==> config.mk <==
export PLATFORM = sky130hd
export DESIGN_NAME = cbrt_exp_rescale
export DESIGN_NICKNAME = d
export VERILOG_FILES = /design/src/rtl/cbrt_scale_pkg.sv /design/src/rtl/cbrt_exp_split.sv /design/src/rtl/cbrt_const_sel.sv /design/src/rtl/cbrt_renorm.sv /design/src/rtl/cbrt_exp_rescale.sv
export SDC_FILE = /design/constraint.sdc
export NUM_CORES = 1
export LEC_CHECK = 0
export BUFFER_PORTS_ARGS = -buffer_cell sky130_fd_sc_hd__buf_2
export CELL_PAD_IN_SITES_DETAIL_PLACEMENT = 1
export CELL_PAD_IN_SITES_GLOBAL_PLACEMENT = 1
export CORE_MARGIN = 2
export CORE_UTILIZATION = 50
export CTS_CLUSTER_DIAMETER = 40
export CTS_CLUSTER_SIZE = 10
export DETAILED_ROUTE_END_ITERATION = 12
export PLACE_DENSITY_LB_ADDON = 0.1
export SKIP_LAST_GASP = 1
export SLEW_MARGIN = 20
export SYNTH_ARGS = -nofsm -noshare
export SYNTH_HDL_FRONTEND = slang
export SYNTH_SLANG_ARGS = --single-unit
==> constraint.sdc <==
create_clock -name clk -period 24.3 [get_ports clk]
set_input_delay 3.645 -clock clk [delete_from_list [all_inputs] [get_ports clk]]
set_output_delay 3.645 -clock clk [all_outputs]
set_load 0.01 [all_outputs]
==> src/rtl/cbrt_scale_pkg.sv <==
package cbrt_scale_pkg;
  // Width of the rescale constants (unsigned Q0.24 fractions).
  localparam int K_W = 24;
  // 2^(1/3)/2, identical in value to 2^(-2/3).
  localparam logic [K_W-1:0] K_THIRD  = 24'hA14517;
  // 2^(2/3)/2, identical in value to 2^(-1/3).
  localparam logic [K_W-1:0] K_TWO_TH = 24'hCB2FF5;

  typedef enum logic [1:0] {
    REM_ZERO = 2'd0,
    REM_ONE  = 2'd1,
    REM_TWO  = 2'd2
  } rem_e;
endpackage

==> src/rtl/cbrt_exp_split.sv <==
module cbrt_exp_split #(
  parameter int EXP_W      = 8,
  parameter int BIAS       = 127,
  parameter int FRAC_SHIFT = 23,
  localparam int MAG_W     = EXP_W + 1
) (
  input  logic             clk,
  input  logic             rst_n,
  input  logic [EXP_W-1:0] bexp,
  output logic             neg,
  output logic [MAG_W-1:0] quo,
  output cbrt_scale_pkg::rem_e rem
);
  localparam logic [MAG_W-1:0] OFFS = MAG_W'(BIAS + FRAC_SHIFT);

  logic [MAG_W-1:0] bext;
  logic [MAG_W-1:0] mag;
  logic [1:0]       part [MAG_W+1];

  assign bext = MAG_W'(bexp);
  assign neg  = bext < OFFS;
  assign mag  = neg ? (OFFS - bext) : (bext - OFFS);

  // Restoring long division by three, one stage per magnitude bit.
  assign part[MAG_W] = 2'd0;
  for (genvar i = MAG_W - 1; i >= 0; i--) begin : g_div
    logic [2:0] trial;
    assign trial   = {part[i+1], mag[i]};
    assign quo[i]  = trial >= 3'd3;
    assign part[i] = quo[i] ? 2'(trial - 3'd3) : trial[1:0];
  end

  assign rem = cbrt_scale_pkg::rem_e'(part[0]);

  AST_SPLIT_EXACT: assert property (@(posedge clk) disable iff (!rst_n)
    ((MAG_W+2)'(quo) * 3 + (MAG_W+2)'(part[0])) == (MAG_W+2)'(mag));
  AST_REM_BELOW3: assert property (@(posedge clk) disable iff (!rst_n)
    part[0] != 2'd3);
endmodule

==> src/rtl/cbrt_const_sel.sv <==
module cbrt_const_sel
  import cbrt_scale_pkg::*;
(
  input  logic           clk,
  input  logic           rst_n,
  input  rem_e           rem,
  input  logic           neg,
  output logic [K_W-1:0] kval
);
  // Raising by 1/3 on the positive side equals lowering by 2/3 on the
  // negative side after the base exponent shift, so the pair swaps.
  function automatic logic [K_W-1:0] pick(input rem_e r, input logic n);
    case (r)
      REM_ONE: pick = n ? K_TWO_TH : K_THIRD;
      REM_TWO: pick = n ? K_THIRD  : K_TWO_TH;
      default: pick = '0;
    endcase
  endfunction

  assign kval = pick(rem, neg);

  AST_CONST_HALF: assert property (@(posedge clk) disable iff (!rst_n)
    (rem != REM_ZERO) |-> kval[K_W-1]);
endmodule

==> src/rtl/cbrt_renorm.sv <==
module cbrt_renorm #(
  parameter int ROOT_W = 32,
  parameter int PROD_W = 56
) (
  input  logic [PROD_W-1:0] prod,
  output logic [ROOT_W-1:0] mant,
  output logic              in_range
);
  assign in_range = prod[PROD_W-1];
  assign mant     = in_range ? prod[PROD_W-1 -: ROOT_W]
                             : prod[PROD_W-2 -: ROOT_W];
endmodule

==> src/rtl/cbrt_exp_rescale.sv <==
module cbrt_exp_rescale
  import cbrt_scale_pkg::*;
#(
  parameter int EXP_W      = 8,
  parameter int BIAS       = 127,
  parameter int FRAC_SHIFT = 23,
  parameter int ROOT_W     = 32,
  parameter int PEXP_W     = 8
) (
  input  logic              clk,
  input  logic              rst_n,
  input  logic              in_valid,
  output logic              in_ready,
  input  logic [EXP_W-1:0]  in_bexp,
  input  logic [ROOT_W-1:0] in_root,
  output logic              out_valid,
  input  logic              out_ready,
  output logic [ROOT_W-1:0] out_mant,
  output logic [PEXP_W-1:0] out_pexp
);
  localparam int MAG_W  = EXP_W + 1;
  localparam int PROD_W = ROOT_W + K_W;

  logic              neg;
  logic [MAG_W-1:0]  quo;
  rem_e              rem;
  logic [K_W-1:0]    kval;
  logic [PROD_W-1:0] prod;
  logic [ROOT_W-1:0] norm_mant;
  logic              in_range;
  logic [PEXP_W-1:0] n_ext, pexp_zero, pexp_base, pexp_nxt;
  logic [ROOT_W-1:0] mant_nxt;

  cbrt_exp_split #(.EXP_W(EXP_W), .BIAS(BIAS), .FRAC_SHIFT(FRAC_SHIFT)) u_split (
    .clk(clk), .rst_n(rst_n), .bexp(in_bexp), .neg(neg), .quo(quo), .rem(rem));

  cbrt_const_sel u_sel (
    .clk(clk), .rst_n(rst_n), .rem(rem), .neg(neg), .kval(kval));

  assign prod = PROD_W'(in_root) * PROD_W'(kval);

  cbrt_renorm #(.ROOT_W(ROOT_W), .PROD_W(PROD_W)) u_norm (
    .prod(prod), .mant(norm_mant), .in_range(in_range));

  assign n_ext     = PEXP_W'(quo);
  assign pexp_zero = neg ? (~n_ext) + PEXP_W'(1) : n_ext;
  assign pexp_base = neg ? ~n_ext : n_ext;
  assign pexp_nxt  = (rem == REM_ZERO) ? pexp_zero : pexp_base + PEXP_W'(in_range);
  assign mant_nxt  = (rem == REM_ZERO) ? in_root : norm_mant;

  assign in_ready = !out_valid || out_ready;

  always_ff @(posedge clk) begin
    if (!rst_n) begin
      out_valid <= 1'b0;
      out_mant  <= '0;
      out_pexp  <= '0;
    end else if (in_ready) begin
      out_valid <= in_valid;
      if (in_valid) begin
        out_mant <= mant_nxt;
        out_pexp <= pexp_nxt;
      end
    end
  end

  AST_HOLD_WHILE_STALLED: assert property (@(posedge clk) disable iff (!rst_n)
    (out_valid && !out_ready) |=> (out_valid && $stable(out_mant) && $stable(out_pexp)));
  AST_ACCEPT_SHOWS: assert property (@(posedge clk) disable iff (!rst_n)
    (in_valid && in_ready) |=> out_valid);
  AST_ROOT_LEGAL: assert property (@(posedge clk) disable iff (!rst_n)
    in_valid |-> (in_root[ROOT_W-1 -: 2] == 2'b11));
  AST_MANT_NORM: assert property (@(posedge clk) disable iff (!rst_n)
    out_valid |-> out_mant[ROOT_W-1]);
  AST_PROD_FLOOR: assert property (@(posedge clk) disable iff (!rst_n)
    (in_valid && rem != REM_ZERO) |-> (prod[PROD_W-1] || prod[PROD_W-2]));
endmodule

==> Word-level counts from Yosys, hierarchy flattened <==
Index checks and enable logic that the tools add are counted.
{ "word_totals": {"register_bits": 41, "output_inout_bits": 42, "wordCells": 52, "input_bits": 44} }
{ "op_classes": {"order_cmp": 10, "mux": 18, "bitwise": 1, "n_mul": 1, "eq_ne": 2, "add_sub_neg": 13, "n_reduce_logical": 4} }
{ "ops": {"columns": ["op", "count"], "rows": [
  ["$mux W32", 2],
  ["$mul A32 B24 Y56", 1],
  ["$pmux W24 S2", 1],
  ["$mux W23", 2],
  ["$ge A3 B2 Y1 const B", 8],
  ["$mux W8", 3],
  ["$mux W2", 9],
  ["$sub A2 B2 Y2 const B", 8],
  ["$mux W9", 1],
  ["$sub A8 B8 Y9 const A", 1],
  ["$sub A8 B8 Y9 const B", 1],
  ["$add A8 B1 Y8", 1],
  ["$add A8 B1 Y8 const B", 1],
  ["$lt A8 B8 Y1 const B", 1],
  ["$not A8 Y8", 1],
  ["$eq A2 B1 Y1 const B", 1],
  ["$eq A2 B2 Y1 const B", 1],
  ["$ge A1 B2 Y1 const B", 1],
  ["$logic_not A2 Y1", 1],
  ["$reduce_and A2 Y1", 1],
  ["$sub A1 B2 Y2 const B", 1],
  ["$logic_not A1 Y1", 1],
  ["$logic_or A1 B1 Y1", 1]
]} }

==> Longest topological paths before layout <==
Gate-level depths: netlist of the first run.
{ "logic_depth": {"depth_word": 25, "ltp_mapped": 75, "ltp_nobuf": 72} }

==> Modules after synthesis <==
From an unflattened synthesis of the first run, not the netlist that was laid out.
{ "unflattened": {"hier_cells": 3302, "hier_area_um2": 28740.1} }
{ "modules_own_cells": {"columns": ["mod", "area_per_inst_um2", "instances", "cells_per_inst", "seq_area_each_um2"], "rows": [
  ["cbrt_exp_rescale", 26998.4, 1, 3102, 820.8],
  ["cbrt_exp_split", 978.4, 1, 134, 0.0],
  ["cbrt_renorm", 543.0, 1, 37, 0.0],
  ["cbrt_const_sel", 220.2, 1, 29, 0.0]
]} }

==> Worst setup path before layout of the first run <==
No wires, ideal clock.
{ "synth_path": {"path_type": "input port to flip-flop", "startpoint": "input in_bexp[1]", "endpoint": "register out_pexp[4]", "path_stages": 68, "setup_time_ns": 0.136, "required_time_ns": 24.164, "t_arrival_ns": 18.430, "slack_ns": 5.734, "cell_sequence": "ha_1 > o21ai_1 > a2111oi_2 > a21o_2 > xor2_1 > inv_1 > ha_1 > nor2_1 > o21ai_1 > xnor2_1 > ha_1 > a21o_1 > or3_4 > o21ai_0 > ha_1 > inv_1 > o211a_1 > a21oi_4 > [32 not listed] > fa_1 > ha_1 > a21o_1 > a21o_1 > a221oi_1 > o21ai_0 > a21oi_1 > a31oi_1 > a31oi_1 > xor2_1 > inv_1 > clkbuf_1 > ha_1 > nor2b_1 > a21oi_1 > o21ai_0 > a2111oi_0 > a211oi_1"} }
{ "synth_between": {"elab_chain_cells": 25} }
{ "synth_rtl": {"columns": ["element", "line", "text"], "rows": [
  ["start: declaration", "cbrt_exp_rescale.sv:14", "input logic [EXP_W-1:0] in_bexp,"],
  ["$sub A8 B8 Y9 / $lt A8 B8 Y1 (equally long branches)", "cbrt_exp_split.sv:22, cbrt_exp_split.sv:21", null],
  ["$mux W9", "cbrt_exp_split.sv:22", "assign mag = neg ? (OFFS - bext) : (bext - OFFS);"],
  ["$sub A1 B2 Y2 / $ge A1 B2 Y1 (equally long branches)", "cbrt_exp_split.sv:30, cbrt_exp_split.sv:29", null],
  ["$mux W2", "cbrt_exp_split.sv:30", "assign part[i] = quo[i] ? 2'(trial - 3'd3) : trial[1:0];"],
  ["$ge A3 B2 Y1 / $sub A2 B2 Y2 (equally long branches)", "cbrt_exp_split.sv:29, cbrt_exp_split.sv:30", null],
  ["$mux W2", "cbrt_exp_split.sv:30", null],
  ["$ge A3 B2 Y1 / $sub A2 B2 Y2 (equally long branches)", "cbrt_exp_split.sv:29, cbrt_exp_split.sv:30", null],
  ["$mux W2", "cbrt_exp_split.sv:30", null],
  ["[9 not listed]", null, null],
  ["$mux W2", "cbrt_exp_split.sv:30", null],
  ["$ge A3 B2 Y1 / $sub A2 B2 Y2 (equally long branches)", "cbrt_exp_split.sv:29, cbrt_exp_split.sv:30", null],
  ["$mux W2", "cbrt_exp_split.sv:30", null],
  ["$eq A2 B2 Y1 / $eq A2 B1 Y1 (equally long branches)", "cbrt_const_sel.sv:13", "case (r)"],
  ["$pmux W24 S2", "cbrt_const_sel.sv:13", null],
  ["$mul A32 B24 Y56", "cbrt_exp_rescale.sv:40", "assign prod = PROD_W'(in_root) * PROD_W'(kval);"],
  ["$add A8 B1 Y8", "cbrt_exp_rescale.sv:48", "assign pexp_nxt = (rem == REM_ZERO) ? pexp_zero : pexp_base + PEXP_W'(in_range);"],
  ["$mux W8 (*)", "cbrt_exp_rescale.sv:48", null],
  ["end signal: assignment", "cbrt_exp_rescale.sv:62", "out_pexp <= pexp_nxt;"],
  ["end: declaration", "cbrt_exp_rescale.sv:19", "output logic [PEXP_W-1:0] out_pexp"]
]} }
Every way passes the cells marked *; elsewhere a longest branch is shown, timed or not.
A chain may end at the register's enable or synchronous reset.

==> Worst setup path in the final report of the first run <==
{ "layout_path": {"startpoint": "input in_bexp[1]", "endpoint": "register out_pexp[6]"} }
The elaborated chain is that of the path after synthesis.

==> summary.md, run 1 <==
| Metric | Value |
|---|---|
| Status | `finished clean` |
| Post-DRT Antenna Nets | `0` |
| Share of cells above drive strength 1 | `5.764%` |
| DR WL/cell | `23.02 µm` |
| Post-synthesis simple-gate area fraction | `8.650%` |
| Final #Nets | `3,296` |
| CTS tree | `done` |
| Final wirelength | `just over 70 mm` |
| Final setup viols | `0` |
| Cells after Synth | `2,432` |
| Mapped cell area | `0.02216 mm²` |
| Max H-tree Level | `2` |
| Reg clk slew, reported paths | `0.06 ns` |
| DRT iter0 DRCs | `between 700 and 800` |
| DRC viols | `0` |
| Setup CP Type | `in2reg` |
| Gr usage total | `31.64%` |
| Main synth FF type | `dfxtp_1` |
| Post-synthesis xor/xnor area fraction | `1.773%` |
| Most common cell after layout, fill and taps aside | `inv_1` |
| Clock root buffer master | `clkbuf_16` |
| Min-delay worst type | `reg2reg` |
| Largest net degree at the start of global routing | `51` |
| Vias in the first global route | `about 19,000` |
| Max Fanout on Critical Path | `50` |
| Worst-Margin Slew | `1.127 ns` |
| Share of flip-flops with an asynchronous set or reset | `0%` |
| Final Core Density | `between 50% and 60%` |
| DIE WIDTH | `214.5 µm` |
| Port bufs | `85` |
| Worst setup EP type | `register` |
| TritonCTS Buffers | `5` |
| Via count | `16,560` |
| # resized after CTS | `0` |
| Post-synthesis mux area share | `0.8074%` |
| Post-Route Setup TNS | `0 ns` |
| Rows | `77` |
| Synth Area in Adders | `roughly 60%` |
| GP Congestion | `0.9693` |
| Max Slew Vio Count | `0` |
| Synth Register Bits | `41` |
| Drt via density | `~5.4` |
| Required @ worst endpoint | `24.48 ns` |
| IO Count | `86` |
| Sequential cell area | `820.8 µm²` |
| Antenna violations before repair | `2` |
| Mapped Avg Cell Area | `9.112 µm²` |
| Post-synthesis sequential area ratio | `3.704%` |
| RSZ-0062 raised after global routing | `no` |
| Most frequent cells in the layout | `inv_1 (794), fa_1 (489), ha_1 (283)` |
| Post-DP HPWL | `65.15 mm` |
| Type of origin of the critical path | `input port` |
| Starting Density | `50.33%` |
| Number of fill cells | `~5,200` |
| Main combinational cell family by area after synthesis | `adder cells` |
| Slew headroom | `24.36%` |
| Crit-path max cell delay | `around 0.58 ns` |
| DIE AREA | `0.04602 mm²` |
| CORE AREA | `0.04403 mm²` |
| P&R area growth vs syn | `5.336%` |
| EDFF count, synth | `0` |
| Max-Cap Viols | `0` |
| Die H | `around 210 µm` |
| Grt total ovfl | `0` |
| CTS Buffer Depth | `2` |
| Post-synthesis compound-gate area fraction | `around a tenth` |
| Final Hold Vio Count | `0` |
| Synth warn | `0` |
| CTS Hold Bufs | `0` |
| Clock Skew | `0.003189 ns` |
| Post-Syn Nets | `3,248` |
| Clk_lat worst skew | `between 0.2 and 0.3 ns` |
| CP Data Arrival Time | `22.14 ns` |
| Netlist cell types | `89` |
| FMAX | `~0.046 GHz` |
| Tcrit/Tclk final | `90.39%` |
| CP max stage cell | `o21ai_0` |
| Drt pass-1 iters | `5` |
| First-pass GRT wire length | `110.1 mm` |
| Multi-input logic area | `0.01817 mm²` |
| Sink Count | `41` |
| Tmin final | `around 22 ns` |
| Post-CTS Repair Setup Buffers | `0` |
stage by stage:
stage / std cells / hold WS (ns) / area (µm²) / worst slack (ns)
CTS: 3073 / 0.4680 / 23340 / 2.500
global placement: 3065 / 0.4511 / 23200 / 3.209
finish: 3074 / 0.4630 / 23340 / 2.336
floorplan: 2432 / 0.4810 / 22160 / 5.734
detailed placement: 3065 / 0.4583 / 23200 / 2.184
global route: 3073 / 0.4916 / 23340 / 0.9755
synth_stat cells, types with 4 or more instances:
master,instances,area share (%)
a21o_1,53,1.8
nand2_1,154,2.6
o21ai_1,6,0.14
inv_1,794,13
a21oi_1,72,1.6
o21bai_1,7,0.24
o21a_1,10,0.34
o2111ai_1,4,0.16
xor2_1,18,0.71
a21boi_0,16,0.54
nor4_1,6,0.17
and3_1,10,0.28
nand3b_1,5,0.17
o21ai_0,55,1.2
a211oi_2,4,0.23
fa_1,489,44
nand4_1,12,0.34
a2111oi_0,4,0.16
nand3_1,29,0.65
o22ai_1,4,0.11
clkbuf_1,44,0.75
buf_2,4,0.090
nor2_1,42,0.71
nand2b_1,29,0.82
xnor2_1,25,0.99
nor3_1,13,0.29
nor2b_1,27,0.76
and4_1,6,0.24
a211oi_1,9,0.30
or3_1,7,0.20
mux2i_1,13,0.59
a221oi_1,4,0.16
a41oi_1,5,0.20
dfxtp_1,41,3.7
and2_1,18,0.51
ha_1,283,16
o211ai_1,19,0.64
a31oi_1,9,0.25
cell families after synthesis:
group,Yosys count
buffers and inverters,847
adders and majority gates,772
and+or+nand+nor,379
AOI/OAI and AO/OA,332
xor gates and xnor gates,44
DFF,41
muxes,17
area by class of cell:
class,instances,share of cell area [%]
well taps,592,3.173
inverters,794,12.77
flip-flops and latches,41,3.516
clock inverters,2,0.04288
repair buffers,94,2.112
multi-input cells,1544,77.82
diodes,1,0.01072
clock buffers,6,0.5521
path summary, 6_finish.rpt:
check | from | end | slack, ns | depth (start not counted)
setup / recovery | in_bexp[1] | out_pexp[6]$_SDFFE_PN0P_ | 2.34 | 73
hold / removal | out_mant[12]$_SDFFE_PN0P_ | out_mant[12]$_SDFFE_PN0P_ | 0.46 | 2
setup reg to reg | out_valid$_SDFFE_PN0N_ | out_mant[24]$_SDFFE_PN0P_ | 22.08 | 8
hold reg to reg | out_mant[12]$_SDFFE_PN0P_ | out_mant[12]$_SDFFE_PN0P_ | 0.46 | 2
per-layer routing:
metal,vias to the layer above,global-route usage (%),share of wire (%)
li1,7492,-,-
met1,8476,37.20,39
met2,394,54.98,50
met3,194,3.163,3.0
met4,2,21.37,8.3
met5,-,0,0.018
worst max-delay path, delay by kind of cell:
| kind | cells | cell delay [ns] |
|---|---|---|
| adders and majority gates | 18 | 6.79 |
| muxes | 2 | 0.57 |
| xor gates and xnor gates | 3 | 0.65 |
| AOI/OAI and AO/OA | 23 | 5.88 |
| and+or+nand+nor | 13 | 2.08 |
| buffers and inverters | 14 | 2.43 |
sequential cells by signal (all words and copies together), names as in the netlist:
| signal | flops |
|---|---|
| out_pexp | 8 |
| out_valid | 1 |
| out_mant | 32 |
Power of run 1 is left out: the tool's default activity adds up to more than one toggle a clock period on the data nets, which glitch-free logic cannot reach.
==> run 2, diff against run 1 <==
--- a/config.mk
+++ b/config.mk
@@ -13,7 +13,7 @@
 export CTS_CLUSTER_DIAMETER = 40
 export CTS_CLUSTER_SIZE = 10
 export DETAILED_ROUTE_END_ITERATION = 12
-export PLACE_DENSITY_LB_ADDON = 0.1
+export PLACE_DENSITY = 0.89
 export SKIP_LAST_GASP = 1
 export SLEW_MARGIN = 20
 export SYNTH_ARGS = -nofsm -noshare
==> summary.md, run 2 (synthesis results as in run 1) <==
| Metric | Value |
|---|---|
| Status | `finished clean` |
| # resized after CTS | `0` |
| CP max stage cell | `fa_1` |
| Post-DP HPWL | `69.73 mm` |
| Most frequent cells in the layout | `inv_1 (794), fa_1 (489), ha_1 (283)` |
| Port bufs | `between 80 and 90` |
| CTS tree | `done` |
| Final setup viols | `0` |
| Sink Count | `41` |
| Max Fanout on Critical Path | `50` |
| GP Congestion | `1.031` |
| Ant. Diodes | `0` |
| CP startpoint | `in_bexp[2]` |
| Post-DRT Antenna Nets | `0` |
| RSZ-0062 raised after global routing | `no` |
| Slew headroom | `39.33%` |
| TritonCTS Buffers | `5` |
| Via count | `between 15,000 and 20,000` |
| Max Slew Vio Count | `0` |
| CTS Hold Bufs | `0` |
| DR WL/cell | `25.43 µm` |
| Largest net degree at the start of global routing | `51` |
| Antenna violations before repair | `0` |
| DRT iter0 DRCs | `1,148` |
| Gr usage total | `34.72%` |
| Hold_ws | `0.4745 ns` |
| Final #Nets | `3,298` |
| DIE AREA | `0.04602 mm²` |
| Dpl cell area | `around 0.023 mm²` |
| Post-CTS Repair Setup Buffers | `0` |
| Worst-Margin Slew | `around 0.88 ns` |
| Rows | `between 70 and 80` |
| Drt via density | `5.693` |
| Grt total ovfl | `0` |
| CTS Buffer Depth | `2` |
| Most used cell, CP | `ha_1` |
| First-pass GRT wire length | `about 120 mm` |
| P&R area growth vs syn | `5.561%` |
| Clock root buffer master | `clkbuf_16` |
| Die H | `roughly 210 µm` |
| Reg clk slew, reported paths | `0.06 ns` |
| Max FFs per register | `32` |
| Final Hold Vio Count | `0` |
| Post-Route Setup TNS | `0 ns` |
| DIE WIDTH | `214.5 µm` |
| Setup CP Type | `in2reg` |
| CP Data Arrival Time | `22.55 ns` |
| CORE AREA | `0.04403 mm²` |
| Drt pass-1 iters | `5` |
| Required @ worst endpoint | `24.47 ns` |
| Tcrit/Tclk final | `between 90% and 100%` |
| Final wirelength | `between 70 and 80 mm` |
| Vias in the first global route | `20,690` |
| Reg2Reg Launch Point | `out_valid$_SDFFE_PN0N_` |
| Worst setup EP type | `register` |
| Hold Path Origin | `out_mant[5]$_SDFFE_PN0P_` |
| Most common cell after layout, fill and taps aside | `inv_1` |
| DRC viols | `0` |
| Final Instance Count excl. Fillers | `3,075` |
| Share of cells above drive strength 1 | `under 10%` |
| Crit-path max cell delay | `roughly 0.55 ns` |
| IO Count | `86` |
| Clock Skew | `between 0.01 and 0.015 ns` |
| Max-Cap Viols | `0` |
| Final Cell Area | `approximately 0.023 mm²` |
| Tmin final | `22.38 ns` |
| Placed insts | `just over 3,000` |
| Type of origin of the critical path | `input port` |
| Largest regs | `out_mant: 32 flops, out_pexp: 8 flops, out_valid: 1 flops` |
| FMAX | `0.04469 GHz` |
| Clk_lat worst skew | `0.31 ns` |
| Max H-tree Level | `2` |
| Register with the most flip-flops | `out_mant` |
| Min-delay worst type | `reg2reg` |
| Starting Density | `50.33%` |
==> run 2: cell count changes in the layout (fill, tap and decap cells not counted) <==
cell | before | now
clkinv_2 | 2 | 0
bufinv_16 | 0 | 1
clkinvlp_4 | 0 | 1
diode_2 | 1 | 0
clkbuf_1 | 1 | 0
clkbuf_8 | 0 | 1
buf_4 | 9 | 11
==> run 2: stage by stage <==
step / setup slack (ns) / util, %
after floorplan: 5.734 / -
after global placement: 3.349 / 52.73
after detailed placement: 2.076 / 52.73
after CTS: 2.272 / 53.13
after global routing: 0.8408 / 53.13
final: 1.922 / 53.13
==> run 2: final timing paths <==
kind                               endpoint  slack [ns]  depth (start not counted)
hold reg to reg    out_mant[5]$_SDFFE_PN0P_        0.47                          2
setup / recovery   out_pexp[4]$_SDFFE_PN0P_        1.92                         72
hold / removal     out_mant[5]$_SDFFE_PN0P_        0.47                          2
setup reg to reg  out_mant[24]$_SDFFE_PN0P_       22.07                          8
==> run 2: final cells by class <==
| type | count | area [µm²] |
|---|---|---|
| clock buffer | 6 | 138.9 |
| clock inverter | 2 | 37.54 |
| fill | 5182 | 20640 |
| inverter | 794 | 2980 |
| multi-input combinational | 1544 | 18170 |
| sequential | 41 | 820.8 |
| tap | 592 | 740.7 |
| timing repair buffer | 96 | 508.0 |
==> run 2: worst max-delay path, delay by kind of cell <==
| kind | cells | cell delay, ns |
|---|---|---|
| and+or+nand+nor | 10 | 2.04 |
| muxes | 1 | 0.40 |
| adders and majority gates | 18 | 6.49 |
| buffers and inverters | 14 | 2.66 |
| AOI/OAI and AO/OA | 26 | 6.59 |
| xor gates and xnor gates | 3 | 0.67 |
==> run 2: metal layers <==
layer	wire (µm)	share of wire, %	up-vias	track usage [%]
li1	-	-	7485	-
met1	27540	35	8969	38.21
met2	39360	50	725	61.52
met3	3619	4.6	327	3.461
met4	7694	9.8	0	27.41
met5	0	0	-	0
Power of run 2 is left out for the same reason.
